[src/rtl/cfgsh_pkg.sv]
package cfgsh_pkg;
   localparam int DW      = 16;
   localparam int NREG    = 3;
   localparam int IDX_W   = 2;
   localparam int OFF_W   = 5;
   localparam int IDX_MCR = 0;
   localparam int IDX_BAR = 1;
   localparam int IDX_HVC = 2;
   localparam int MAP_BIT = 15;
   localparam int SHD_BIT = 1;
   localparam int HVE_BIT = 0;

   // per-register offset, writable mask, shadowed mask, mask still live in shadow mode
   localparam logic [NREG-1:0][OFF_W-1:0] REG_OFF  = {5'h08, 5'h04, 5'h00};
   localparam logic [NREG-1:0][DW-1:0]    WR_MASK  = {16'h0F03, 16'hFFFF, 16'h80FF};
   localparam logic [NREG-1:0][DW-1:0]    SHD_MASK = {16'h0F00, 16'hFFFF, 16'h80FF};
   localparam logic [NREG-1:0][DW-1:0]    LIVE_MASK = {16'h0003, 16'h0000, 16'h0000};
endpackage

[src/rtl/cfgsh_decode.sv]
module cfgsh_decode
   import cfgsh_pkg::*;
#(
   parameter int          AW      = 24,
   parameter int unsigned DEV_TAG = 'h2A5C3,
   parameter logic [2:0]  FC_OK   = 3'b101
) (
   input  logic [AW-1:0]   addr,
   input  logic [2:0]      fc,
   input  logic            rd,
   input  logic            wr,
   input  logic            map_bit,
   output logic            ack,
   output logic [NREG-1:0] sel
);
   localparam int TAG_W = AW - 1 - OFF_W;

   logic hit;

   // window match on map bit, tag and function code
   assign hit = (addr[AW-1] == map_bit)
             && (addr[AW-2:OFF_W] == TAG_W'(DEV_TAG))
             && (fc == FC_OK);

   assign ack = hit && (rd || wr);

   // one-hot register select
   for (genvar i = 0; i < NREG; i++) begin : g_sel
      assign sel[i] = ack && (addr[OFF_W-1:0] == REG_OFF[i]);
   end
endmodule

[src/rtl/cfgsh_shadow_store.sv]
module cfgsh_shadow_store
   import cfgsh_pkg::*;
#(
   parameter bit PGM_AND = 1'b1
) (
   input  logic                      clk,
   input  logic                      por_n,
   input  logic                      erase,
   input  logic                      pgm_go,
   input  logic [IDX_W-1:0]          pgm_idx,
   input  logic [DW-1:0]             pgm_data,
   output logic [NREG-1:0][DW-1:0]   words
);
   for (genvar i = 0; i < NREG; i++) begin : g_word
      logic [DW-1:0] nxt;
      // program variant: clear-only cells or plain overwrite
      if (PGM_AND) begin : g_and
         assign nxt = words[i] & pgm_data;
      end else begin : g_ovr
         assign nxt = pgm_data;
      end

      always_ff @(posedge clk or negedge por_n) begin
         if (!por_n)
            words[i] <= '1;
         else if (erase)
            words[i] <= '1;
         else if (pgm_go && (pgm_idx == IDX_W'(i)))
            words[i] <= nxt;
      end
   end
endmodule

[src/rtl/cfgsh_regs.sv]
module cfgsh_regs
   import cfgsh_pkg::*;
(
   input  logic                      clk,
   input  logic                      mrst_n,
   input  logic                      wr,
   input  logic [NREG-1:0]           sel,
   input  logic [DW-1:0]             wdata,
   input  logic [NREG-1:0][DW-1:0]   shd_words,
   output logic [NREG-1:0][DW-1:0]   live,
   output logic                      pgm_go,
   output logic [IDX_W-1:0]          lat_idx,
   output logic [DW-1:0]             lat_data
);
   logic             shd_sel;
   logic             hv_en;
   logic             lat_vld;
   logic             lat_ld;
   logic             sets_hve;
   logic [IDX_W-1:0] sel_idx;

   assign shd_sel  = live[IDX_HVC][SHD_BIT];
   assign hv_en    = live[IDX_HVC][HVE_BIT];
   assign sets_hve = wr && sel[IDX_HVC] && wdata[HVE_BIT];

   always_comb begin
      sel_idx = '0;
      for (int i = 0; i < NREG; i++)
         if (sel[i]) sel_idx = IDX_W'(i);
   end

   // program latch fill; R8: program trigger
   assign lat_ld = wr && shd_sel && (|sel) && !(sel[IDX_HVC] && wdata[HVE_BIT]);
   assign pgm_go = mrst_n && sets_hve && !hv_en && shd_sel && lat_vld;

   always_ff @(posedge clk) begin
      if (!mrst_n) begin
         lat_vld  <= 1'b0;
         lat_idx  <= '0;
         lat_data <= '0;
      end else if (pgm_go) begin
         lat_vld  <= 1'b0;
      end else if (lat_ld) begin
         lat_vld  <= 1'b1;
         lat_idx  <= sel_idx;
         lat_data <= wdata;
      end
   end

   for (genvar i = 0; i < NREG; i++) begin : g_reg
      logic [DW-1:0] wmask;
      assign wmask = shd_sel ? (WR_MASK[i] & LIVE_MASK[i]) : WR_MASK[i];

      always_ff @(posedge clk) begin
         if (!mrst_n)
            live[i] <= shd_words[i] & SHD_MASK[i];
         else if (wr && sel[i])
            live[i] <= (live[i] & ~wmask) | (wdata & wmask);
      end
   end
endmodule

[src/rtl/cfgsh_regblk.sv]
module cfgsh_regblk
   import cfgsh_pkg::*;
#(
   parameter int          AW      = 24,
   parameter int unsigned DEV_TAG = 'h2A5C3,
   parameter logic [2:0]  FC_OK   = 3'b101,
   parameter bit          PGM_AND = 1'b1
) (
   input  logic          clk,
   input  logic          por_n,
   input  logic          mrst_n,
   input  logic [23:0]   bus_addr,
   input  logic [2:0]    bus_fc,
   input  logic          bus_rd,
   input  logic          bus_wr,
   input  logic [15:0]   bus_wdata,
   output logic [15:0]   bus_rdata,
   output logic          bus_ack,
   input  logic          blk_erase
);
   if (AW != 24) begin : g_bad_aw
      $error("cfgsh_regblk: AW must match the 24-bit port width");
   end
   if (DW != 16) begin : g_bad_dw
      $error("cfgsh_regblk: package DW must be 16");
   end
   if (DEV_TAG >= (1 << (AW - 1 - OFF_W))) begin : g_bad_tag
      $error("cfgsh_regblk: DEV_TAG wider than the tag field");
   end

   logic [NREG-1:0]           sel;
   logic [NREG-1:0][DW-1:0]   live_regs;
   logic [NREG-1:0][DW-1:0]   shd_words;
   logic                      pgm_go;
   logic [IDX_W-1:0]          lat_idx;
   logic [DW-1:0]             lat_data;

   cfgsh_decode #(.AW(AW), .DEV_TAG(DEV_TAG), .FC_OK(FC_OK)) u_dec (
      .addr    (bus_addr),
      .fc      (bus_fc),
      .rd      (bus_rd),
      .wr      (bus_wr),
      .map_bit (live_regs[IDX_MCR][MAP_BIT]),
      .ack     (bus_ack),
      .sel     (sel)
   );

   cfgsh_regs u_regs (
      .clk       (clk),
      .mrst_n    (mrst_n),
      .wr        (bus_wr),
      .sel       (sel),
      .wdata     (bus_wdata),
      .shd_words (shd_words),
      .live      (live_regs),
      .pgm_go    (pgm_go),
      .lat_idx   (lat_idx),
      .lat_data  (lat_data)
   );

   cfgsh_shadow_store #(.PGM_AND(PGM_AND)) u_store (
      .clk      (clk),
      .por_n    (por_n),
      .erase    (blk_erase),
      .pgm_go   (pgm_go),
      .pgm_idx  (lat_idx),
      .pgm_data (lat_data),
      .words    (shd_words)
   );

   // read mux; unimplemented offsets fall through to zero
   always_comb begin
      bus_rdata = '0;
      for (int i = 0; i < NREG; i++)
         if (bus_rd && sel[i]) bus_rdata = bus_rdata | live_regs[i];
   end
endmodule

[config.mk]
export PLATFORM = sky130hd
export DESIGN_NAME = cfgsh_regblk
export DESIGN_NICKNAME = d
export VERILOG_FILES = /design/src/rtl/cfgsh_pkg.sv /design/src/rtl/cfgsh_decode.sv /design/src/rtl/cfgsh_shadow_store.sv /design/src/rtl/cfgsh_regs.sv /design/src/rtl/cfgsh_regblk.sv
export SDC_FILE = /design/constraint.sdc
export NUM_CORES = 1
export LEC_CHECK = 0
export ABC_AREA = 1
export BUFFER_PORTS_ARGS = -buffer_cell sky130_fd_sc_hd__buf_4
export CORE_MARGIN = 5
export CORE_UTILIZATION = 45
export DETAILED_ROUTE_END_ITERATION = 8
export PLACE_DENSITY = 0.66
export SLEW_MARGIN = 25
export SYNTH_ARGS = -nofsm -noshare
export SYNTH_HDL_FRONTEND = slang
export SYNTH_SLANG_ARGS = --single-unit
[constraint.sdc]
create_clock -name clk -period 3 [get_ports clk]
set_input_delay 0.6 -clock clk [delete_from_list [all_inputs] [get_ports clk]]
set_output_delay 0.6 -clock clk [all_outputs]
set_load 0.03 [all_outputs]
Yosys cells after proc, flatten, opt, wreduce, memory -nomap -nowiden
Index checks and enable logic that the tools add are counted.
{"block": "classes", "eq_ne": 10, "n_mux": 20, "bitwise": 19, "reduce_logical": 35}
{"cell": "$mux 16", "n": 15}
{"cell": "$and 16x16->16", "n": 9}
{"cell": "$or 16x16->16", "n": 5}
{"cell": "$not 16->16", "n": 3}
{"cell": "$mux 12", "n": 3}
{"cell": "$logic_and 1x1->1", "n": 24}
{"cell": "$eq 18x18->1 const B", "n": 1}
{"cell": "$ne 2x1->1 const B", "n": 3}
{"cell": "$reduce_bool 2->1", "n": 3}
{"cell": "$eq 5x3->1 const B", "n": 1}
{"cell": "$eq 5x4->1 const B", "n": 1}
{"cell": "$logic_not 5->1", "n": 1}
{"cell": "$eq 3x3->1 const B", "n": 1}
{"cell": "$reduce_or 3->1", "n": 1}
{"cell": "$eq 2x1->1 const B", "n": 1}
{"cell": "$eq 2x2->1 const B", "n": 1}
{"cell": "$logic_not 1->1", "n": 2}
{"cell": "$logic_not 2->1", "n": 1}
{"cell": "$mux 2", "n": 1}
{"cell": "$not 1->1", "n": 2}
{"cell": "$reduce_and 2->1", "n": 1}
{"cell": "$reduce_or 2->1", "n": 1}
{"cell": "$eq 1x1->1", "n": 1}
{"cell": "$logic_or 1x1->1", "n": 1}
{"cell": "$mux 1", "n": 1}
{"block": "word_totals", "reg_bits": 115, "in_bits": 49, "output_inout_bits": 17}

Longest topological paths before layout
Gate-level depths: netlist (run 1).
{"block": "logic_depth", "ltp_word": 14, "ltp_mapped": 12, "mapped_depth_nobuf": 11}

Modules after synthesis
A second synthesis (run 1) with hierarchy kept.
{"block": "unflattened", "cells_unflattened": 686, "area_unflattened_um2": 5280.1}
{"module": "cfgsh_regs", "n_inst": 1, "cells_each": 269, "area_each_um2": 2362.3}
{"module": "cfgsh_shadow_store", "n_inst": 1, "cells_each": 295, "area_each_um2": 2337.2}
{"module": "cfgsh_regblk", "n_inst": 1, "cells_each": 74, "area_each_um2": 386.6}
{"module": "cfgsh_decode", "n_inst": 1, "cells_each": 48, "area_each_um2": 193.9}

Worst setup path before layout (run 1)
No wires, ideal clock.
{"block": "synth_path", "kind": "input-to-reg", "start": "in bus_addr[17]", "end": "reg with a tool-made name", "t_arrival_ns": 2.385, "t_required_ns": 2.589, "slack_ns": 0.204, "stages": 9, "n_path_buf": 0, "path_cell_list": "inv_1 -> nand2_1 -> nor2_1 -> nand2_1 -> nor2_2 -> nand2_1 -> nor2_1 -> inv_1 -> o21ai_0"}
{"element": "start, declared", "line_no": "cfgsh_regblk.sv:12", "rtl": "input logic [23:0] bus_addr,"}

==> impl_metrics.env, run 1 <==
export IMPL_clock_latency_ps=350
export IMPL_async_flop_share=0.367
export IMPL_fin_crit_ps=2780
export IMPL_grt_max_degree=35
export IMPL_grt_overflow=0
export IMPL_wire_per_inst_um=14.2
export IMPL_final_area_sq_um=4530
export IMPL_antenna_cells=0
export IMPL_die_w_um=102
export IMPL_fin_util=0.551
export IMPL_required_ps=2400
export IMPL_path_class="reg -> out"
export IMPL_grt_pass1_vias=3044
export IMPL_portBuffers=65
export IMPL_report_final_hold_viol_count=0
export IMPL_timing_fmax_mhz=360
export IMPL_avgSynthCellArea_sq_um=7.90
export IMPL_rows=33
export IMPL_synthesis_area_sq_um=3790
export IMPL_start_util=0.461
export IMPL_clkSlewWorstSetupHoldPaths_ps=80
export IMPL_synthCells=479
export IMPL_numCtsBuffers=9
export IMPL_endpoint_kind="output port"
export IMPL_ctsRootBufferMaster="clkbuf_8"
export IMPL_antenna_found_initial=0
export IMPL_drive_gt1_frac=0.221
export IMPL_clockBufferDepth=2
export IMPL_clock_skew_ps=8.73
export IMPL_status="completed"
export IMPL_gp_congestion=0.835
export IMPL_cts_hold_buf=0
export IMPL_r2r_cells=10
export IMPL_via_per_inst=5.03
export IMPL_rsz0062_at_grt="false"
export IMPL_first_iter_violations=192
export IMPL_fin_nets=588
export IMPL_dieArea_sq_um=10300
export IMPL_synth_top_flop_cell="edfxtp_1"
export IMPL_grt_pass1_wl_mm=14.9
export IMPL_ys_ff_latch=79
export IMPL_coreArea_sq_um=8220
export IMPL_num_vias=3266
export IMPL_routed_wl_mm=9.21
export IMPL_postRouteAntennaNets=0
export IMPL_powerDensity_nw_per_um2=456
export IMPL_setup_viol=0
export IMPL_die_y_um=102
export IMPL_r2r_slack_ps=1140
export IMPL_cp_start_kind="register"
export IMPL_first_pass_iters=4
export IMPL_cp_max_fo=13
export IMPL_hp_class="in -> async"
export IMPL_arrival_ps=2180
export IMPL_ys_types=26
export IMPL_fin_ws_ps=219
export IMPL_dpl_instance_area_sq_um=4340
export IMPL_drc=0
export IMPL_cts_sinks=79
export IMPL_place_ws_ps=274
export IMPL_yosysTopAreaCellShare=0.230
export IMPL_setup_tns_ps=0
export IMPL_yosys_area_top_type="edfxtp_1"
export IMPL_n_fill_cell=761
export IMPL_cts_tree="built"
export IMPL_relSlewSlack=0.376
export IMPL_irDropWorstVdd_mv=0.165
export IMPL_syn_nets=528
export IMPL_ys_seq_area_frac=0.542
export IMPL_cts_max_level=3
export IMPL_fin_crit_sh=0.927
export IMPL_post_dp_hpwl_mm=6.51
export IMPL_yosys_warnings=0
export IMPL_grtUsageTotal=0.185
export IMPL_p_leak_uw=0.00223
export IMPL_max_cap_violations=0
export IMPL_tightest_slew_ps=936
export IMPL_cts_setup_buffers=0
export IMPL_netlist_top_cells_count="158 x nand2_1, 66 x inv_1, 55 x nor2_1, 36 x o21ai_0, 33 x nand4_1"
export IMPL_synth_edf_count=29
export IMPL_ios=66
export IMPL_cts_resized=0
export IMPL_slew_viol_final=0
export IMPL_synth_area_leaders="edfxtp_1 23%, dfstp_2 20%, nand2_1 16%"
export IMPL_area_growth_pct=19.7
export IMPL_yosysMostFrequentCell="nand2_1"
## worst max path at each step
stage | from | endpoint | slack (ps) | cells after the start
3_5_place_dp | bus_addr[9] | bus_rdata[6] | 270 | 13
4_1_cts | register | bus_rdata[6] | 200 | 12
2_1_floorplan | bus_addr[17] | register | 200 | 9
3_3_place_gp | bus_addr[9] | bus_rdata[4] | 350 | 13
5_1_grt | register | bus_rdata[11] | 50 | 12
6_report | register | bus_rdata[1] | 220 | 12
## worst max-delay path, cell delays in order, from the launching register on
cell	delay, ps
edfxtp_1	420
inv_1	90
nor2_1	40
nor2_1	80
nand2_1	70
nor2_2	90
nand2_1	100
nor2_1	210
nand2_1	160
inv_2	210
nand2_1	80
o211ai_1	90
buf_4	190
## final cells by class
class | count | area [sq um] | share of cell area
multi-input cells | 310 | 1370 | 0.302
well taps | 105 | 131 | 0.0290
clock inverters | 6 | 61.3 | 0.0135
repair buffers | 71 | 533 | 0.118
inverters | 68 | 256 | 0.0566
flip-flops and latches | 79 | 2050 | 0.453
clock buffers | 10 | 128 | 0.0282
## through the flow
| step | std cells | total power, uW | hold slack [ps] |
|---|---|---|---|
| after floorplan | 479 | 1230 | 428 |
| after global placement | 633 | 1320 | 449 |
| after detailed placement | 633 | 1320 | 451 |
| after CTS | 649 | 2080 | 446 |
| after global routing | 649 | 2140 | 476 |
| final | 649 | 2060 | 432 |
## layout by cell type (no fill, tap or decap), types with 2 or more instances in the layout
cell type / instances
buf_4: 71
dfstp_2: 29
clkbuf_8: 9
nand2_1: 158
o22ai_1: 4
clkinvlp_4: 3
dfxtp_1: 21
nand4_1: 33
nor2_2: 2
nor2_1: 55
a21oi_1: 3
o21ai_0: 35
clkinv_2: 2
inv_1: 66
a22o_1: 4
nand3_1: 9
edfxtp_1: 29
## cells by family after synthesis
family          synth area share
compound gates            0.0730
flops                      0.542
simple gates               0.287
buf+inv                   0.0978
## where the power goes
group          leakage [uW]  switching [uW]  internal, uW
Clock             0.0000859             385           380
Combinational       0.00139            87.0          61.5
Sequential         0.000749            6.03          1140
## routing by layer
| metal | wire length, um | GRT usage | up-vias |
|---|---|---|---|
| li1 | - | - | 1644 |
| met1 | 4350 | 0.271 | 1511 |
| met2 | 3990 | 0.277 | 101 |
| met3 | 732 | 0.0296 | 10 |
| met4 | 134 | 0.0695 | 0 |
| met5 | 0 | 0 | - |
No activity file was read; power rests on OpenSTA's default activity.
==> run 2, diff against run 1 <==
--- a/config.mk
+++ b/config.mk
@@ -7,5 +7,5 @@
 export LEC_CHECK = 0
 export ABC_AREA = 1
-export BUFFER_PORTS_ARGS = -buffer_cell sky130_fd_sc_hd__buf_4
+export BUFFER_PORTS_ARGS = -buffer_cell sky130_fd_sc_hd__buf_2
 export CORE_MARGIN = 5
 export CORE_UTILIZATION = 45
==> constraint.sdc (replaced) <==
create_clock -name clk -period 3 [get_ports clk]
set_input_delay 0.6 -clock clk [delete_from_list [all_inputs] [get_ports clk]]
set_output_delay 0.6 -clock clk [all_outputs]
set_load 0.01 [all_outputs]
==> run 2 against run 1 <==
  * Sequential cell count stayed put
  * Via count grew 0.73%
  * First-iteration DRC count did not move
==> impl_metrics.env, run 2 (synthesis results as in run 1) <==
export IMPL_numCtsBuffers=9
export IMPL_fin_ws_ps=247
export IMPL_clkSlewWorstSetupHoldPaths_ps=70
export IMPL_grt_overflow=0
export IMPL_place_ws_ps=324
export IMPL_layout_commonest_cell="nand2_1"
export IMPL_die_y_um=102
export IMPL_ios=66
export IMPL_grtUsageTotal=0.182
export IMPL_max_cap_violations=0
export IMPL_cts_resized=0
export IMPL_report_final_hold_viol_count=0
export IMPL_fin_crit_ps=2750
export IMPL_cts_tree="built"
export IMPL_drive_gt1_frac=0.228
export IMPL_area_growth_pct=16.8
export IMPL_first_pass_iters=5
export IMPL_num_vias=3290
export IMPL_seq_area_sq_um=2050
export IMPL_ctsRootBufferMaster="clkbuf_8"
export IMPL_die_w_um=102
export IMPL_fin_crit_sh=0.918
export IMPL_clockBufferDepth=2
export IMPL_required_ps=2400
export IMPL_multiInputGateArea_sq_um=1370
export IMPL_cts_sinks=79
export IMPL_finalPower_uw=2130
export IMPL_clock_skew_ps=12.6
export IMPL_n_fill_cell=790
export IMPL_cp_start_kind="register"
export IMPL_arrival_ps=2150
export IMPL_start_util=0.461
export IMPL_grt_pass1_wl_mm=14.6
export IMPL_postRouteAntennaNets=0
export IMPL_gp_congestion=0.833
export IMPL_tightest_slew_ps=901
export IMPL_cp_cell_sequence="inv_1, nor2_1, nor2_1, nand2_1, nor2_2, nand2_1, nor2_1, nand2_1, inv_2, nand2_1, o21ai_0, buf_2"
export IMPL_slew_viol_final=0
export IMPL_cpPeakStageDelay_ps=430
export IMPL_cts_setup_buffers=0
export IMPL_setup_tns_ps=0
export IMPL_final_cell_mix="158 x nand2_1, 66 x inv_1, 65 x buf_2"
export IMPL_cp_max_fo=13
export IMPL_p_leak_uw=0.00223
export IMPL_rsz0062_at_grt="false"
export IMPL_status="completed"
export IMPL_post_dp_hpwl_mm=6.62
export IMPL_hp_class="reg -> reg"
export IMPL_path_class="reg -> out"
export IMPL_relSlewSlack=0.399
export IMPL_wire_per_inst_um=13.9
export IMPL_antenna_cells=0
export IMPL_cp_common_cell="nand2_1"
export IMPL_drc=0
export IMPL_cp_num_buf_inv=3
export IMPL_dieArea_sq_um=10300
export IMPL_fin_util=0.538
export IMPL_antenna_found_initial=0
export IMPL_via_per_inst=5.04
export IMPL_coreArea_sq_um=8220
export IMPL_dpl_instance_area_sq_um=4210
export IMPL_endpoint_kind="output port"
export IMPL_irDropWorstVdd_mv=0.240
export IMPL_cp_slowest_cell="edfxtp_1"
export IMPL_final_area_sq_um=4420
export IMPL_clock_latency_ps=340
export IMPL_grt_max_degree=35
export IMPL_powerDensity_nw_per_um2=481
export IMPL_critPathTopFamily="simple AND/OR/NAND/NOR gates"
export IMPL_first_iter_violations=192
export IMPL_routed_wl_mm=9.09
export IMPL_cts_max_level=3
export IMPL_rows=33
export IMPL_portBuffers=65
export IMPL_grt_pass1_vias=3056
export IMPL_timing_fmax_mhz=363
export IMPL_fin_nets=592
export IMPL_cts_hold_buf=0
export IMPL_setup_viol=0
==> run 2: path summary, 6_finish.rpt <==
| kind | from | end | slack (ps) | depth (start not counted) |
|---|---|---|---|---|
| min in group asynchronous | por_n | u_store.words[18]$_DFFE_PN1P_ | 650 | 1 |
| setup / recovery | register | bus_rdata[4] | 250 | 12 |
| setup reg to reg | register | u_regs.live[41]$_DFFE_PP_ | 1150 | 9 |
| hold reg to reg | u_store.words[19]$_DFFE_PN1P_ | u_store.words[19]$_DFFE_PN1P_ | 460 | 2 |
| max in group asynchronous | por_n | u_store.words[40]$_DFFE_PN1P_ | 2310 | 1 |
| hold / removal | u_store.words[19]$_DFFE_PN1P_ | u_store.words[19]$_DFFE_PN1P_ | 460 | 2 |
==> run 2: worst reg2reg max path, stage by stage, from the launching register on <==
cell and delay [ps]:
edfxtp_1 430, inv_1 90, nor2_1 40, nor2_1 80, nand2_1 70, nor2_2 90, nand2_1 100, nor2_1 260
nand2_1 190, nand2_1 190
==> run 2: cell type report <==
class	instances	area share
Sequential cell	79	0.464
Clock inverter	6	0.0195
Inverter	68	0.0580
Tap cell	105	0.0297
Clock buffer	10	0.0289
Multi-Input combinational cell	310	0.309
Timing Repair Buffer	75	0.0905
==> run 2: stage by stage <==
step | hold slack (ps) | cells
2_1_floorplan | 428 | 479
3_3_place_gp | 449 | 637
3_5_place_dp | 452 | 637
4_1_cts | 464 | 653
5_1_grt | 478 | 653
6_report | 462 | 653
==> run 2: report_power, final <==
group	switching [uW]	leakage, uW	internal (uW)	total [uW]
combinational	86.4	0.00137	46.8	133
clock	375	0.000106	467	842
sequential	6.15	0.000749	1140	1150
==> run 2: metal layers <==
layer  vias up  global-route usage  share of wire  routed length, um
li1       1653                   -              -                  -
met4         0              0.0746          0.018                161
met5         -                   0              0                  0
met2       116               0.279           0.44               4020
met1      1505               0.256           0.46               4180
met3        16              0.0296          0.080                727
